--- config.mk ---
export PLATFORM = sky130hd
export DESIGN_NAME = oxd_chain_driver
export DESIGN_NICKNAME = d
export VERILOG_FILES = /design/src/rtl/oxd_pkg.sv /design/src/rtl/oxd_level_file.sv /design/src/rtl/oxd_serializer.sv /design/src/rtl/oxd_blanker.sv /design/src/rtl/oxd_chain_driver.sv
export SDC_FILE = /design/constraint.sdc
export NUM_CORES = 1
export LEC_CHECK = 0
export BUFFER_PORTS_ARGS = -buffer_cell sky130_fd_sc_hd__buf_2
export CORE_MARGIN = 2
export CORE_UTILIZATION = 60
export CTS_CLUSTER_DIAMETER = 120
export DETAILED_ROUTE_END_ITERATION = 8
export PLACE_DENSITY = 0.8
export SKIP_LAST_GASP = 1
export SYNTH_ARGS = -nofsm -noshare
export SYNTH_HDL_FRONTEND = slang
export SYNTH_SLANG_ARGS = --single-unit
--- constraint.sdc ---
create_clock -name clk -period 2.6 [get_ports clk]
set_clock_uncertainty 0.05 [all_clocks]
set_input_delay 0.52 -clock clk [delete_from_list [all_inputs] [get_ports clk]]
set_output_delay 0.52 -clock clk [all_outputs]
set_load 0.05 [all_outputs]
--- src/rtl/oxd_pkg.sv ---
package oxd_pkg;
  typedef enum logic [1:0] {
    ST_IDLE  = 2'd0,
    ST_SHIFT = 2'd1,
    ST_HOLD  = 2'd2
  } ser_state_t;
endpackage

--- src/rtl/oxd_level_file.sv ---
module oxd_level_file #(
  parameter int TOT    = 16,
  parameter int N_OUT  = 12,
  parameter int PLANES = 4,
  localparam int IDX_W = $clog2(TOT),
  localparam int LVL_W = $clog2(PLANES)
) (
  input  logic             clk,
  input  logic             rst_n,
  input  logic             wr_valid,
  input  logic [IDX_W-1:0] wr_idx,
  input  logic [LVL_W-1:0] wr_level,
  input  logic [LVL_W-1:0] plane,
  input  logic             multi,
  output logic [TOT-1:0]   frame_bits
);
  for (genvar g = 0; g < TOT; g++) begin : g_pos
    if (g < N_OUT) begin : g_live
      logic [LVL_W-1:0] lvl;
      always_ff @(posedge clk) begin
        if (!rst_n)
          lvl <= '0;
        else if (wr_valid && wr_idx == IDX_W'(g))
          lvl <= wr_level;
      end
      assign frame_bits[g] = multi ? (lvl > plane) : (|lvl);
    end else begin : g_pad
      assign frame_bits[g] = 1'b0;
    end
  end
endmodule

--- src/rtl/oxd_serializer.sv ---
module oxd_serializer
  import oxd_pkg::*;
#(
  parameter int TOT    = 16,
  parameter int PLANES = 4,
  parameter int DIV_W  = 4,
  localparam int POS_W = $clog2(TOT),
  localparam int PLW   = $clog2(PLANES)
) (
  input  logic             clk,
  input  logic             rst_n,
  input  logic             start,
  input  logic             multi,
  input  logic [DIV_W-1:0] div,
  input  logic [TOT-1:0]   frame_bits,
  output logic [PLW-1:0]   plane,
  output logic             mode,
  output logic             sclk,
  output logic             sdo,
  output logic             latch,
  output logic             busy,
  output logic             done
);
  ser_state_t       st;
  logic [POS_W-1:0] pos;
  logic [DIV_W-1:0] hl_q, hc;
  logic [DIV_W:0]   hold_c;
  logic             last_plane;

  assign busy       = (st != ST_IDLE);
  assign last_plane = !mode || (plane == PLW'(PLANES - 1));

  always_ff @(posedge clk) begin
    if (!rst_n) begin
      st     <= ST_IDLE;
      pos    <= '0;
      plane  <= '0;
      mode   <= 1'b0;
      hl_q   <= DIV_W'(1);
      hc     <= '0;
      hold_c <= '0;
      sclk   <= 1'b0;
      sdo    <= 1'b0;
      latch  <= 1'b1;
      done   <= 1'b0;
    end else begin
      done <= 1'b0;
      unique case (st)
        ST_IDLE: begin
          if (start) begin
            st    <= ST_SHIFT;
            latch <= 1'b0;
            pos   <= POS_W'(TOT - 1);
            plane <= '0;
            mode  <= multi;
            hl_q  <= (div == '0) ? DIV_W'(1) : div;
            hc    <= '0;
            sclk  <= 1'b0;
          end
        end
        ST_SHIFT: begin
          if (!sclk && hc == '0)
            sdo <= frame_bits[pos];
          if (hc == hl_q) begin
            hc   <= '0;
            sclk <= !sclk;
            if (sclk) begin
              if (pos == '0) begin
                st     <= ST_HOLD;
                latch  <= 1'b1;
                hold_c <= '0;
              end else begin
                pos <= pos - POS_W'(1);
              end
            end
          end else begin
            hc <= hc + DIV_W'(1);
          end
        end
        ST_HOLD: begin
          if (hold_c == {hl_q, 1'b1}) begin
            if (last_plane) begin
              st   <= ST_IDLE;
              done <= 1'b1;
            end else begin
              st    <= ST_SHIFT;
              plane <= plane + PLW'(1);
              pos   <= POS_W'(TOT - 1);
              latch <= 1'b0;
              hc    <= '0;
            end
          end else begin
            hold_c <= hold_c + (DIV_W+1)'(1);
          end
        end
        default: st <= ST_IDLE;
      endcase
    end
  end
endmodule

--- src/rtl/oxd_blanker.sv ---
module oxd_blanker #(
  parameter int PWM_W = 4
) (
  input  logic             clk,
  input  logic             rst_n,
  input  logic             latch,
  input  logic             dim_en,
  input  logic [PWM_W-1:0] duty,
  output logic             oe_n
);
  logic             armed, latch_prev;
  logic [PWM_W-1:0] pcnt;

  always_ff @(posedge clk) begin
    if (!rst_n) begin
      armed      <= 1'b0;
      latch_prev <= 1'b1;
      pcnt       <= '0;
    end else begin
      latch_prev <= latch;
      pcnt       <= pcnt + PWM_W'(1);
      if (latch && !latch_prev)
        armed <= 1'b1;
    end
  end

  assign oe_n = !(armed && (!dim_en || (pcnt < duty)));
endmodule

--- src/rtl/oxd_chain_driver.sv ---
module oxd_chain_driver #(
  parameter int N_DEV  = 2,
  parameter int N_OUT  = 12,
  parameter int PLANES = 4,
  parameter int DIV_W  = 4,
  parameter int PWM_W  = 4,
  localparam int TOT   = 8 * N_DEV,
  localparam int IDX_W = $clog2(TOT),
  localparam int LVL_W = $clog2(PLANES)
) (
  input  logic             clk,
  input  logic             rst_n,
  input  logic             wr_valid,
  output logic             wr_ready,
  input  logic [IDX_W-1:0] wr_idx,
  input  logic [LVL_W-1:0] wr_level,
  input  logic             start,
  input  logic             multi,
  input  logic [DIV_W-1:0] div,
  input  logic             dim_en,
  input  logic [PWM_W-1:0] dim_duty,
  output logic             sclk,
  output logic             sdo,
  output logic             latch,
  output logic             oe_n,
  output logic             busy,
  output logic             done
);
  logic [TOT-1:0]   frame_bits;
  logic [LVL_W-1:0] plane;
  logic             mode;

  assign wr_ready = 1'b1;

  oxd_level_file #(.TOT(TOT), .N_OUT(N_OUT), .PLANES(PLANES)) u_levels (
    .clk(clk), .rst_n(rst_n), .wr_valid(wr_valid), .wr_idx(wr_idx),
    .wr_level(wr_level), .plane(plane), .multi(mode), .frame_bits(frame_bits)
  );

  oxd_serializer #(.TOT(TOT), .PLANES(PLANES), .DIV_W(DIV_W)) u_ser (
    .clk(clk), .rst_n(rst_n), .start(start), .multi(multi), .div(div),
    .frame_bits(frame_bits), .plane(plane), .mode(mode), .sclk(sclk),
    .sdo(sdo), .latch(latch), .busy(busy), .done(done)
  );

  oxd_blanker #(.PWM_W(PWM_W)) u_blank (
    .clk(clk), .rst_n(rst_n), .latch(latch), .dim_en(dim_en),
    .duty(dim_duty), .oe_n(oe_n)
  );
endmodule

==> Yosys cells after proc, flatten, opt, wreduce, memory -nomap -nowiden <==
Cells that the tools add are included.
{ "totals": {"regBits": 56, "output_inout_bits": 7, "inputBits": 20} }
{ "classes": {"order_cmp": 14, "addsub": 5, "muxes": 53, "eq_ne": 24, "n_reduce_logical": 54} }
{ "ops": {"columns": ["op", "count"], "rows": [
  ["two-way mux 4 bit", 11],
  ["greater-than comparator 2 bit", 12],
  ["case mux 4 bit (3 select lines)", 2],
  ["OR reduction 2 bit", 12],
  ["two-way mux 1 bit", 22],
  ["two-way mux 5 bit", 4],
  ["== test 4 x 3 -> 1 bit (second input constant)", 4],
  ["== test 4 bit (second input constant)", 4],
  ["logical NOT 4 bit", 4],
  ["two-way mux 2 bit", 8],
  ["logical AND 1 bit", 15],
  ["AND reduction 7 bit", 2],
  ["case mux 5 bit (2 select lines)", 1],
  ["AND reduction 5 bit", 2],
  ["adder 4 x 1 -> 4 bit (second input constant)", 2],
  ["== test 4 x 2 -> 1 bit (second input constant)", 2],
  ["inequality test 2 x 1 -> 1 bit (second input constant)", 4],
  ["inequality test 2 bit (second input constant)", 4],
  ["AND reduction 4 bit", 2],
  ["nonzero test 2 bit", 4],
  ["case mux 2 bit (3 select lines)", 1],
  ["AND reduction 3 bit", 2],
  ["adder 5 x 1 -> 5 bit (second input constant)", 1],
  ["== test 5 bit", 1],
  ["other kinds (17)", 24]
]} }

==> Longest topological paths before layout <==
{ "depth": {"depth_word": 5, "ltp_mapped": 9} }

==> Cells and area by module <==
From an unflattened synthesis, not the netlist that was laid out.
{ "hier_totals": {"cells_unflattened": 404, "area_unflattened_um2": 3469.6} }
{ "modules_own_cells": {"columns": ["module", "area_each_um2", "cells_each", "n_inst"], "rows": [
  ["oxd_level_file", 1642.8, 202, 1],
  ["oxd_serializer", 1519.0, 172, 1],
  ["oxd_blanker", 296.5, 28, 1],
  ["oxd_chain_driver", 11.3, 2, 1]
]} }

==> Worst setup path after synthesis <==
OpenSTA, ideal clock, no wires.
{ "synth_timing": {"kind": "input -> output", "from": "input port dim_duty[1]", "to": "output port oe_n", "path_stages": 6, "arrival_time_ns": 2.134, "path_slack_ns": -0.104, "cell_sequence": "inv_1 -> ha_1 -> a21o_1 -> a21o_1 -> a21oi_1 -> o21ai_0"} }
{ "synth_between": {"elab_chain_cells": 4} }
{ "synth_lines": {"columns": ["element", "line", "source"], "rows": [
  ["start, declared", "oxd_chain_driver.sv:21", "input logic [PWM_W-1:0] dim_duty,"],
  ["< comparator 4 bit", "oxd_blanker.sv:27", "assign oe_n = !(armed && (!dim_en || (pcnt < duty)));"],
  ["logical OR 1 bit", "oxd_blanker.sv:27", null],
  ["logical AND 1 bit", "oxd_blanker.sv:27", null],
  ["logical NOT 1 bit", "oxd_blanker.sv:27", null],
  ["end, declared", "oxd_chain_driver.sv:25", "output logic oe_n,"]
]} }
Every way passes these cells.

==> Final worst setup path <==
{ "layout_timing": {"from": "register u_ser.plane[1]", "to": "register u_ser.sdo"} }
{ "layout_between": {"elab_chain_cells": 4, "elab_cells_between_ends": 26, "classes_between": "order compare (12); mux (14)"} }
{ "layout_lines": {"columns": ["element", "line", "source"], "rows": [
  ["start, declared", "oxd_serializer.sv:16", "output logic [PLW-1:0] plane,"],
  ["start signal, assigned", "oxd_serializer.sv:87", "plane <= plane + PLW'(1);"],
  ["greater-than comparator 2 bit", "oxd_level_file.sv:26", "assign frame_bits[g] = multi ? (lvl > plane) : (|lvl);"],
  ["two-way mux 1 bit", "oxd_level_file.sv:26", null],
  ["binary-select mux 1 bit (select 4 bit) (*)", "oxd_serializer.sv:63", "sdo <= frame_bits[pos];"],
  ["two-way mux 1 bit (not written as such) (*)", "oxd_serializer.sv:63", null],
  ["end signal, assigned", "oxd_serializer.sv:63", null],
  ["end, declared", "oxd_serializer.sv:19", "output logic sdo,"]
]} }
Mark *: on every way between the ends. The rest lies on a longest branch, timed or not. The select of a mux whose other input is x is not followed.
A chain may end at the register's enable or synchronous reset.

==> key figures <==
Place
  – DP HPWL: 5984 um
  – IO Port Bufs: 25
  – Cells after DPL: 526
  – Final GP Congestion: 0.8617

Floorplan
  – Core area: 5886 um2
  – Die height: 81.71 um
  – Top Ports: 27
  – Die footprint: 6677 um2
  – Rows: 28
  – Die W: 81.71 um
  – Starting Density: 61.56%

Setup path
  – RR Endpoint: u_ser.sdo
  – Worst Setup Start Kind: flop
  – CP startpoint: u_ser.plane[1]
  – Origin of the critical flop-to-flop path: u_ser.plane[1]
  – R2r setup slk: 0.28 ns
  – CP endpoint kind: flop
  – Worst Reg-to-Reg Cells: 7
  – Cells along the critical path: inv_1, ha_1, nor2b_1, o21ai_0, mux4_2, a2111o_1, o211ai_1
  – Crit path required time: 2.80 ns
  – Slowest Stage Delay on Critical Path: 0.47 ns
  – Crit path max-delay cell type: mux4_2
  – Data arrival, critical path: 2.52 ns
  – Crit path max fanout: 12
  – Critical setup path kind: reg -> reg

STA
  – Fin Hold WS: 0.4004 ns
  – Final hold vios: 0
  – Crit share post-route: 89.31%
  – TNS Setup: 0 ns
  – RSZ-0062 raised after global routing: false
  – Minimum clock period: 2.322 ns
  – # setup viols final: 0
  – Fmax: 430.6 MHz
  – Slew Viols, Final: 0

Finish
  – Layout area overhead: 8.184%
  – Commonest non-fill, non-tap cell in the layout: dfxtp_1
  – Number of fillers in the final layout: 510
  – Share of cells above drive strength 1: 13.29%
  – Antenna diode count: 0
  – Final std cells w/o fill: 534
  – Most frequent cells in the layout: 56 x dfxtp_1, 43 x nand2_1, 39 x ha_1
  – Layout Nets: 517

Logic synthesis
  – Number of synthesized flops with an enable pin: 0
  – Primary FF master, synth: dfxtp_1
  – Dominant cells by area after synthesis: dfxtp_1 31%, ha_1 13%, nand2_1 4.5%, a21oi_1 4.3%, mux2i_1 3.3%
  – Yosys reg bits: 56
  – Avg Inst Size Synth: 8.330 um2
  – Post-synthesis cell count: 435
  – Synth top area share: 30.94%
  – Post-Syn Area: 3623 um2
  – Syn nets: 494
  – Register area share after synthesis: 30.94%
  – Ys async rst share: 0%
  – Synth unique cells: 65
  – Most area-hungry cell type in the Yosys netlist: dfxtp_1
  – Syn. warnings: 0

Pwr
  – Leakage Power: 1.658 nW
  – Part of the power in registers: 40.3%
  – P_sw: 1.043 mW
  – Internal power: 1.558 mW
  – Clk pwr share: 19.1%
  – Switch share: 40.08%
  – Maximum VDD drop: 454.5 uV
  – Logic pwr share: 40.6%
  – Power Dens Cells: 663.5 nW/um2
  – Total power: 2.601 mW

Clock tree
  – CTS Hold Bufs: 0
  – Sink Count: 56
  – CTS H-tree depth: 2
  – Setup bufs post-CTS: 0
  – Clock root buffer: clkbuf_8
  – Clk buf depth: 2
  – TritonCTS clock tree: yes
  – CTS resizes: 0
  – Reg clk slew, reported paths: 0.10 ns
  – Total CTS buffers: 5
  – Clk_lat worst skew: 0.32 ns

Min path
  – Worst hold endpoint: u_ser.mode
  – Hold Startpoint: multi
  – Hold Crit Depth: 3
  – Hold Crit Class: in -> reg

Route
  – Routed Antenna Nets: 0
  – Post-Route WL: 7911 um
  – Pre-antenna DRT Iters: 4
  – WL/cell: 14.81 um
  – DR iter-0 viols: 230
  – DRC: 0
  – Vias/cell: 5.895
  – Vias: 3,148

Run
  – Max Cap Viol: 0

Global routing
  – All-layer global routing usage: 25.94%
  – GR Overflow Total: 0
  – Largest net degree at the start of global routing: 24
  – Initial antenna violation count: 0
  – First-pass GRT wire length: 13,530 um
  – Vias in the first global route: 2,962

Run status
  – Status: finished, final reports clean
worst max path at each step:
stage / end / slack [ns] / depth (start not counted)
after CTS: u_ser.sdo / 0.27 / 7
after global routing: u_ser.pos[2] / 0.10 / 8
after floorplan: oe_n / 0.27 / 6
after global placement: u_ser.sdo / 0.34 / 7
final: u_ser.sdo / 0.28 / 7
after detailed placement: u_ser.sdo / 0.29 / 7
stage by stage:
stage	worst slack, ns	instance area (um2)	utilization [%]
finish	0.2778	3920	66.60
global route	0.1036	3920	66.60
CTS	0.2672	3920	66.60
detailed placement	0.2909	3827	65.03
global placement	0.3354	3827	65.03
floorplan	0.2738	3623	-
sequential cells by signal (all words and copies together), names as in the netlist:
signal                     count
u_ser.pos                      4
u_ser.mode                     1
u_ser.hc                       4
u_ser.hold_c                   5
u_ser.sdo                      1
u_ser.st                       2
u_ser.hl_q                     4
u_blank.armed                  1
u_ser.latch                    1
u_ser.sclk                     1
u_ser.plane                    2
u_blank.pcnt                   4
u_blank.latch_prev             1
u_levels.g_pos.g_live.lvl     24
u_ser.done                     1
layer usage:
metal  track usage, %  wire (um)
met1            34.97       3698
met2            43.85       3741
met3            3.626        403
met4            6.500         68
met5                0          0
final cells by class:
cell class / instances / area (um2) / share of cell area, %
inverters: 31 / 116.4 / 2.968
multi-input cells: 328 / 2288 / 58.38
repair buffers: 36 / 207.7 / 5.298
flip-flops and latches: 56 / 1121 / 28.60
well taps: 75 / 93.84 / 2.394
clock inverters: 3 / 23.77 / 0.6064
clock buffers: 5 / 68.82 / 1.756
Yosys cell counts (3+ instances only):
cell	number
nor3_1	7
nor2b_1	14
nand2b_1	10
dfxtp_1	56
a2bb2oi_1	4
ha_1	39
o21ai_0	19
xor2_1	5
nand3b_1	5
o2111ai_1	5
nand2_1	43
buf_4	3
nand4_1	3
o22ai_1	3
o21bai_1	5
o211ai_1	7
inv_1	30
a21oi_1	31
nand3_1	18
clkbuf_1	10
a31oi_1	8
nor3b_1	3
xnor2_1	5
a21o_1	4
or3_1	6
nor2_1	32
mux2i_1	12
buf_1	3
power by group through the flow:
stage | sequential [mW] | combinational (mW) | clock (mW)
floorplan | 1.08 | 0.787 | 0
global placement | 1.06 | 1.03 | 0
detailed placement | 1.07 | 1.05 | 0
CTS | 1.05 | 1.05 | 0.506
global route | 1.06 | 1.18 | 0.536
finish | 1.05 | 1.06 | 0.496
kinds of logic (layout without fill, tap and decap cells):
logic type / Yosys count / in the layout / share of synthesized area (%)
simple gates: 159 / 159 / 23.03
compound gates: 103 / 103 / 18.96
flops: 56 / 56 / 30.94
buf+inv: 51 / 75 / 5.905
fa+ha+maj: 39 / 39 / 13.47
mux: 16 / 16 / 5.180
xor+xnor: 10 / 10 / 2.417
other cells: 1 / 1 / 0.1035
worst max-delay path, delay by kind of cell, from the launching register on:
| kind | cells | cell delay, ns |
|---|---|---|
| AND/OR/NAND/NOR | 1 | 0.12 |
| AO/OA/AOI/OAI | 3 | 0.64 |
| buffers and inverters | 1 | 0.22 |
| adder cells (fa/ha/maj) | 1 | 0.38 |
| flip-flops | 1 | 0.36 |
| multiplexers | 1 | 0.47 |
(Power assumes the default switching activity.)
